## src/rtl/l1_dispatch_pkg.sv

```systemverilog
package l1_dispatch_pkg;
    localparam logic [3:0] EV_LOAD      = 4'd0;
    localparam logic [3:0] EV_FETCH     = 4'd1;
    localparam logic [3:0] EV_STORE     = 4'd2;
    localparam logic [3:0] EV_REPLACE   = 4'd3;
    localparam logic [3:0] EV_WRBACK    = 4'd4;
    localparam logic [3:0] EV_DATA      = 4'd5;
    localparam logic [3:0] EV_DATA_SH   = 4'd6;
    localparam logic [3:0] EV_DATA_INV  = 4'd7;
    localparam logic [3:0] EV_PUT_ACK   = 4'd8;
    localparam logic [3:0] EV_DOWNGRADE = 4'd9;
    localparam logic [3:0] EV_INV_MOD   = 4'd10;
    localparam logic [3:0] EV_INV_SH    = 4'd11;

    localparam logic [2:0] FLT_NONE   = 3'd0;
    localparam logic [2:0] FLT_TYPE   = 3'd1;
    localparam logic [2:0] FLT_SENDER = 3'd2;
    localparam logic [2:0] FLT_DEST   = 3'd3;
    localparam logic [2:0] FLT_DUAL   = 3'd4;

    typedef enum logic [1:0] {SRC_PROC, SRC_RSP, SRC_FWD} src_e;
    typedef enum logic [1:0] {ST_IDLE, ST_ISSUE, ST_FAULT} disp_state_e;
endpackage

```

## src/rtl/l1_proc_decode.sv

```systemverilog
module l1_proc_decode
    import l1_dispatch_pkg::*;
#(
    parameter int ADDR_W = 32
) (
    input  logic [2:0]        req_type,
    input  logic [ADDR_W-1:0] req_addr,
    input  logic              ic_hit,
    input  logic              dc_hit,
    input  logic              ic_way_free,
    input  logic              dc_way_free,
    input  logic [ADDR_W-1:0] ic_victim,
    input  logic [ADDR_W-1:0] dc_victim,
    output logic [3:0]        kind,
    output logic [ADDR_W-1:0] addr,
    output logic              done,
    output logic [2:0]        fcode
);
    logic to_icache, hit_tgt, hit_other, free_tgt;
    logic [ADDR_W-1:0] victim_tgt;

    always_comb begin
        to_icache  = (req_type == 3'd1);
        hit_tgt    = to_icache ? ic_hit : dc_hit;
        hit_other  = to_icache ? dc_hit : ic_hit;
        free_tgt   = to_icache ? ic_way_free : dc_way_free;
        victim_tgt = to_icache ? ic_victim : dc_victim;
        kind  = EV_LOAD;
        addr  = req_addr;
        done  = 1'b0;
        fcode = FLT_NONE;
        if (req_type[2]) begin
            fcode = FLT_TYPE;
        end else if (ic_hit && dc_hit) begin
            fcode = FLT_DUAL;
        end else if (hit_other) begin
            kind = EV_WRBACK;
        end else if (hit_tgt || free_tgt) begin
            done = 1'b1;
            unique case (req_type[1:0])
                2'd0:    kind = EV_LOAD;
                2'd1:    kind = EV_FETCH;
                default: kind = EV_STORE;
            endcase
        end else begin
            kind = EV_REPLACE;
            addr = victim_tgt;
        end
    end
endmodule

```

## src/rtl/l1_net_decode.sv

```systemverilog
module l1_net_decode
    import l1_dispatch_pkg::*;
#(
    parameter bit FORWARDED = 1'b0
) (
    input  logic [2:0] msg_type,
    input  logic       from_l2,
    input  logic       to_me,
    output logic [3:0] kind,
    output logic [2:0] fcode
);
    logic [3:0] kind_raw;
    logic       type_bad;

    generate
        if (FORWARDED) begin : g_fwd
            always_comb begin
                type_bad = (msg_type[1:0] == 2'd3) || msg_type[2];
                unique case (msg_type[1:0])
                    2'd0:    kind_raw = EV_DOWNGRADE;
                    2'd1:    kind_raw = EV_INV_MOD;
                    default: kind_raw = EV_INV_SH;
                endcase
            end
        end else begin : g_rsp
            always_comb begin
                type_bad = msg_type[2];
                unique case (msg_type[1:0])
                    2'd0:    kind_raw = EV_DATA;
                    2'd1:    kind_raw = EV_DATA_SH;
                    2'd2:    kind_raw = EV_DATA_INV;
                    default: kind_raw = EV_PUT_ACK;
                endcase
            end
        end
    endgenerate

    always_comb begin
        kind = kind_raw;
        if (!from_l2)      fcode = FLT_SENDER;
        else if (!to_me)   fcode = FLT_DEST;
        else if (type_bad) fcode = FLT_TYPE;
        else               fcode = FLT_NONE;
    end
endmodule

```

## src/rtl/l1_split_dispatch.sv

```systemverilog
module l1_split_dispatch
    import l1_dispatch_pkg::*;
#(
    parameter int ADDR_W = 32
) (
    input  logic              clk,
    input  logic              rst_n,
    input  logic              req_valid,
    input  logic [2:0]        req_type,
    input  logic [ADDR_W-1:0] req_addr,
    output logic              req_pop,
    input  logic              ic_hit,
    input  logic              dc_hit,
    input  logic              ic_way_free,
    input  logic              dc_way_free,
    input  logic [ADDR_W-1:0] ic_victim,
    input  logic [ADDR_W-1:0] dc_victim,
    input  logic              rsp_valid,
    input  logic [2:0]        rsp_type,
    input  logic              rsp_from_l2,
    input  logic              rsp_to_me,
    input  logic [ADDR_W-1:0] rsp_addr,
    output logic              rsp_pop,
    input  logic              fwd_valid,
    input  logic [1:0]        fwd_type,
    input  logic              fwd_from_l2,
    input  logic              fwd_to_me,
    input  logic [ADDR_W-1:0] fwd_addr,
    output logic              fwd_pop,
    output logic              evt_valid,
    output logic [3:0]        evt_kind,
    output logic [ADDR_W-1:0] evt_addr,
    input  logic              evt_ack,
    output logic              fault_valid,
    output logic [2:0]        fault_code
);
    logic [3:0]        p_kind, r_kind, f_kind;
    logic [ADDR_W-1:0] p_addr;
    logic              p_done;
    logic [2:0]        p_fc, r_fc, f_fc;

    l1_proc_decode #(.ADDR_W(ADDR_W)) u_proc (
        .req_type(req_type), .req_addr(req_addr),
        .ic_hit(ic_hit), .dc_hit(dc_hit),
        .ic_way_free(ic_way_free), .dc_way_free(dc_way_free),
        .ic_victim(ic_victim), .dc_victim(dc_victim),
        .kind(p_kind), .addr(p_addr), .done(p_done), .fcode(p_fc)
    );

    l1_net_decode #(.FORWARDED(1'b0)) u_rsp (
        .msg_type(rsp_type), .from_l2(rsp_from_l2), .to_me(rsp_to_me),
        .kind(r_kind), .fcode(r_fc)
    );

    l1_net_decode #(.FORWARDED(1'b1)) u_fwd (
        .msg_type({1'b0, fwd_type}), .from_l2(fwd_from_l2), .to_me(fwd_to_me),
        .kind(f_kind), .fcode(f_fc)
    );

    disp_state_e       state_q, state_d;
    src_e              src_q, src_d;
    logic [3:0]        kind_q, kind_d;
    logic [ADDR_W-1:0] addr_q, addr_d;
    logic              done_q, done_d;
    logic [2:0]        fc_q, fc_d;
    logic              any_valid;

    // head selection: forwarded, then response, then processor
    always_comb begin
        any_valid = fwd_valid || rsp_valid || req_valid;
        src_d  = SRC_PROC;
        kind_d = p_kind;
        addr_d = p_addr;
        done_d = p_done;
        fc_d   = p_fc;
        if (fwd_valid) begin
            src_d = SRC_FWD; kind_d = f_kind; addr_d = fwd_addr;
            done_d = 1'b1;   fc_d = f_fc;
        end else if (rsp_valid) begin
            src_d = SRC_RSP; kind_d = r_kind; addr_d = rsp_addr;
            done_d = 1'b1;   fc_d = r_fc;
        end
    end

    always_comb begin
        state_d = state_q;
        unique case (state_q)
            ST_IDLE:  if (any_valid) state_d = (fc_d != FLT_NONE) ? ST_FAULT : ST_ISSUE;
            ST_ISSUE: if (evt_ack)   state_d = ST_IDLE;
            ST_FAULT: state_d = ST_IDLE;
            default:  state_d = ST_IDLE;
        endcase
    end

    always_ff @(posedge clk or negedge rst_n) begin
        if (!rst_n) begin
            state_q <= ST_IDLE;
            src_q   <= SRC_PROC;
            kind_q  <= '0;
            addr_q  <= '0;
            done_q  <= 1'b0;
            fc_q    <= FLT_NONE;
        end else begin
            state_q <= state_d;
            if (state_q == ST_IDLE && any_valid) begin
                src_q  <= src_d;
                kind_q <= kind_d;
                addr_q <= addr_d;
                done_q <= done_d;
                fc_q   <= fc_d;
            end
        end
    end

    logic finish;
    always_comb begin
        evt_valid   = 1'b0;
        fault_valid = 1'b0;
        fault_code  = FLT_NONE;
        finish      = 1'b0;
        unique case (state_q)
            ST_ISSUE: begin
                evt_valid = 1'b1;
                finish    = evt_ack && done_q;
            end
            ST_FAULT: begin
                fault_valid = 1'b1;
                fault_code  = fc_q;
                finish      = 1'b1;
            end
            default: ;
        endcase
        evt_kind = kind_q;
        evt_addr = addr_q;
        req_pop  = finish && (src_q == SRC_PROC);
        rsp_pop  = finish && (src_q == SRC_RSP);
        fwd_pop  = finish && (src_q == SRC_FWD);
    end
endmodule

```

## config.mk

```make
export PLATFORM = sky130hd
export DESIGN_NAME = l1_split_dispatch
export DESIGN_NICKNAME = d
export VERILOG_FILES = /design/src/rtl/l1_dispatch_pkg.sv /design/src/rtl/l1_proc_decode.sv /design/src/rtl/l1_net_decode.sv /design/src/rtl/l1_split_dispatch.sv
export SDC_FILE = /design/constraint.sdc
export NUM_CORES = 1
export LEC_CHECK = 0
export BUFFER_PORTS_ARGS = -buffer_cell sky130_fd_sc_hd__buf_2
export CORE_UTILIZATION = 39
export CTS_CLUSTER_SIZE = 14
export DETAILED_ROUTE_END_ITERATION = 8
export PLACE_DENSITY = 0.84
export SLEW_MARGIN = 30
export SYNTH_ARGS = -nofsm -noshare
export SYNTH_HDL_FRONTEND = slang
export SYNTH_SLANG_ARGS = --single-unit
```

## constraint.sdc

```tcl
create_clock -name clk -period 1.8 [get_ports clk]
set_input_delay 0.36 -clock clk [delete_from_list [all_inputs] [get_ports clk]]
set_output_delay 0.36 -clock clk [all_outputs]
set_load 0.03 [all_outputs]
```

# --- Word level (Yosys, flattened, before mapping) ---
# Cells that the tools add are included.
classes:
  eq_ne: 12
  muxes: 45
  reduce_logical: 16
op_table:
  columns: ["cell", "n"]
  rows:
  - ["two-way mux 32 bit", 7]
  - ["two-way mux 3 bit", 9]
  - ["two-way mux 4 bit", 5]
  - ["two-way mux 1 bit", 14]
  - ["one-hot mux 2 bit (2 select lines)", 3]
  - ["one-hot mux 4 bit (3 select lines)", 1]
  - ["== test 2 x 1 -> 1 bit (second input constant)", 5]
  - ["logical NOT 2 bit", 5]
  - ["two-way mux 2 bit", 5]
  - ["== test 2 bit (second input constant)", 4]
  - ["logical AND 1 bit", 6]
  - ["inequality test 2 bit (second input constant)", 2]
  - ["== test 3 x 1 -> 1 bit (second input constant)", 1]
  - ["logical OR 1 bit", 3]
  - ["nonzero test 3 bit", 1]
  - ["one-hot mux 1 bit (2 select lines)", 1]
  - ["AND reduction 2 bit", 1]
word_totals:
  register_bits: 44
  in_bits: 182
  output_inout_bits: 44
  elab_cells: 79

# --- Logic depth before layout (Yosys ltp) ---
depth:
  ltp_word: 9
  ltp_mapped: 8
  mapped_depth_nobuf: 6

# --- Modules after synthesis ---
# Synthesis repeated with hierarchy kept, for this count alone.
unflattened:
  cells_unflattened: 450
  area_unflattened_um2: 3754.9
modules_own_cells:
  columns: ["module", "n_inst", "cells_per_inst", "area_each_um2", "seq_area_each_um2"]
  rows:
  - ["l1_split_dispatch", 1, 290, 2529.9, 1101.1]
  - ["l1_proc_decode", 1, 135, 1074.8, 0.0]
  - ["l1_net_decode at u_rsp", 1, 13, 86.3, 0.0]
  - ["l1_net_decode at u_fwd", 1, 12, 63.8, 0.0]

# --- Least setup slack after synthesis ---
# No wires, ideal clock.
synth_path:
  path_kind: "flip-flop to output port"
  start: "register state_q[1]"
  end: "output port fwd_pop"
  arrival_time_ns: 1.852
  required_time_ns: 1.440
  slack_ns: -0.412
  path_stages_with_launch: 6
  path_buffers: 0
  path_cell_list: "dfrtp_1 -> inv_1 -> ha_1 -> and3_1 -> o21ai_0 -> nor3b_1"
synth_via:
  elab_chain_cells: 3
  elab_cells_between_ends: 4
  cone_classes: "eq/ne (2); mux (1); reduce/logical (1)"
synth_lines:
  columns: ["item", "line", "rtl"]
  rows:
  - ["start: declaration", "l1_split_dispatch.sv:60", "disp_state_e state_q, state_d;"]
  - ["start signal: assignment", "l1_split_dispatch.sv:104", "state_q <= state_d;"]
  - ["== test 2 bit or == test 2 x 1 -> 1 bit (tied branches)", "l1_split_dispatch.sv:121", "unique case (state_q)"]
  - ["one-hot mux 1 bit (2 select lines) (*)", "l1_split_dispatch.sv:121", null]
  - ["logical AND 1 bit (*)", "l1_split_dispatch.sv:137", "fwd_pop = finish && (src_q == SRC_FWD);"]
  - ["end: declaration", "l1_split_dispatch.sv:29", "output logic fwd_pop,"]
# Mark *: on every way between the ends. The rest lies on a longest branch, timed or not.

# --- Final worst setup path ---
layout_path:
  start: "register state_q[0]"
  end: "output port fwd_pop"
# The elaborated chain is that of the path after synthesis.

==> reports/qor.csv <==
metric,value,unit
status,"finished, violations left",
violations,negative setup slack,
drive_gt1_frac,0.498,
path_max_fanout,3,
antenna_found_initial,0,
reg2reg_slack,0.14,ns
power.leakage,2.32,nW
final_cell_mix,"buf_2 (222), nor3_1 (64), dfrtp_1 (44), nor2_1 (38), a21oi_1 (37)",
cp-startpoint,state_q[0],
avgSynthCellArea,8.62,um2
wire_per_inst,17.8,um
critPathCapture,fwd_pop,
clock-skew-final,0.00256,ns
path_clk_slew,0.08,ns
cts_sinks,44,
slew_headroom,0.361,
drc,0,
die-width,96.8,um
coreArea,0.00872,mm2
pwr-share-seq,0.276,
syn_to_final_growth,46.3,%
ant_nets,0,
ff2ff_path_depth,6,
ctsRootBufferMaster,clkbuf_8,
dr_total_vias,4369,
worstSetupPathType,register to output pin,
worstPathArrival,1.53,ns
finalMaxSlewViolations,0,
cp.required,1.44,ns
synth_warnings,0,
clock_latency,0.29,ns
synthCells,407,
setup_viol,3,
ir_drop,750,uV
synth.yosys.seq_area_share,0.314,
period_needed,1.89,ns
finalHoldViolations,0,
cts_made_buffers,5,
synth_seq_cells,44,
final_common_cell,buf_2,
p_clk_frac,0.106,
rsz0062_at_grt,true,
gr-total-overflow,0,
synthFlopType,dfrtp_1,
min_period_over_period,1.05,
swShare,0.477,
drt_iter0_markers,275,
postPlaceCellArea,0.00497,mm2
clockBufferDepth,2,
async_reset_ff_frac,1.00,
die_h,96.8,um
finalPower,6.44,mW
layout_setup_ws,-0.0920,ns
combPwrFrac,0.618,
dpl_worst_slack,-0.109,ns
fmax,529,MHz
vias_per_cell,5.96,
diodes,0,
maxCapViolCount,0,
io_pins,226,
totalWireLength,13000,um
first_global_vias,4321,
place_congestion,0.843,
fp-row-count,34,
endpoint_kind,output pin,
worst_slew_pin_slew,0.954,ns
start_kind,register,
grt_pass1_wl,21100,um
r2r-end,evt_addr[31],
start_util,0.402,
firstDrtPassIters,5,
pwr_density_cell,1260,mW/mm2
grt_start_max_net_pins,45,
grt.total_usage,0.275,
cts_max_level,2,
internal_power,3.37,mW
dp_hpwl,9700,um
power_switching,3.07,mW
synth.cell_area,0.00351,mm2
synth_edf_count,0,
io_buffers,225,
fin_util,0.588,
min_path_type,input port to async pin,
synth_cell_types,43,
r2r-start,state_q[0],
cts_tree,yes,
fill_cells,762,
stdcell_area,0.00513,mm2
die_area,0.00938,mm2
synth_nets,595,
layout.nets,813,
## worst min path at each step
stage | from | to | depth (start not counted)
6_report | rst_n | evt_kind[0] | 1
5_1_grt | rst_n | evt_kind[2] | 1
4_1_cts | rst_n | evt_kind[2] | 1
3_5_place_dp | rst_n | evt_kind[2] | 1
3_3_place_gp | rst_n | evt_kind[2] | 1
2_1_floorplan | rst_n | done_q | 0
## cell families after synthesis
| logic type | synth area share |
|---|---|
| compound gates | 0.400 |
| simple gates | 0.188 |
| buf+inv | 0.0667 |
| flops | 0.314 |
| fa+ha+maj | 0.0214 |
| mux | 0.00928 |
## sequential cells by signal (all words and copies together), names as in the netlist
register	count
done_q	1
evt_addr	32
evt_kind	4
fc_q	3
src_q	2
state_q	2
## area by class of cell
cell class / count / area [um2] / area share
Clock buffer: 7 / 96.3 / 0.0188
Sequential cell: 44 / 1100 / 0.215
Inverter: 8 / 30.0 / 0.00585
Multi-Input combinational cell: 309 / 2280 / 0.445
Timing Repair Buffer: 257 / 1490 / 0.290
Tap cell: 108 / 135 / 0.0263
## timing repair
item | 4_1_cts | 5_1_grt
setup buffers | 2 | 0
gates resized for setup | 10 | 0
pin swaps | 5 | 5
hold buffers | 0 | 0
setup endpoints to repair | 3 | 3
## routing by layer
metal | wire length (um) | part of all wire | GRT usage
met5 | 0 | 0 | 0
met4 | 197 | 0.015 | 0.0735
met3 | 1060 | 0.081 | 0.0419
met2 | 6590 | 0.51 | 0.494
met1 | 5180 | 0.40 | 0.340
## power by group through the flow
stage / Clock (mW) / Sequential [mW] / Combinational, mW
final: 0.681 / 1.78 / 3.98
after global placement: 0 / 1.77 / 3.74
after floorplan: 0 / 2.57 / 1.71
after global routing: 0.736 / 1.83 / 4.24
after CTS: 0.705 / 1.77 / 3.99
after detailed placement: 0 / 1.78 / 3.86
## synthesized netlist by cell type, drive strengths merged, types with 3 or more instances
| master | n | area, um2 |
|---|---|---|
| nand2b | 4 | 25.0 |
| a21oi | 37 | 185 |
| nor2 | 38 | 143 |
| ha | 6 | 75.1 |
| dfrtp | 44 | 1100 |
| o21a | 33 | 248 |
| o21ai | 8 | 40.0 |
| nand2 | 14 | 52.6 |
| buf | 12 | 76.3 |
| o31ai | 3 | 22.5 |
| nor2b | 3 | 18.8 |
| nand3 | 3 | 15.0 |
| o32ai | 31 | 482 |
| and2 | 3 | 18.8 |
| o22ai | 3 | 18.8 |
| a221oi | 31 | 272 |
| clkbuf | 34 | 128 |
| nor3 | 66 | 330 |
| inv | 8 | 30.0 |
## critical path, stage by stage, from the launching register on
cell     delay (ns)
dfrtp_1        0.44
inv_2          0.09
ha_4           0.29
o21ai_4        0.06
nor3b_2        0.18
buf_4          0.18
## stage by stage
step / setup TNS (ns) / cells / hold slack, ns
detailed placement: -2.21 / 724 / 0.352
global route: -0.425 / 733 / 0.0388
CTS: -0.176 / 733 / 0.0202
floorplan: 0 / 407 / 0.0644
global placement: -0.334 / 724 / 0.338
finish: -0.202 / 733 / 0.0246
Note: power is estimated with default switching activity, not from simulation.
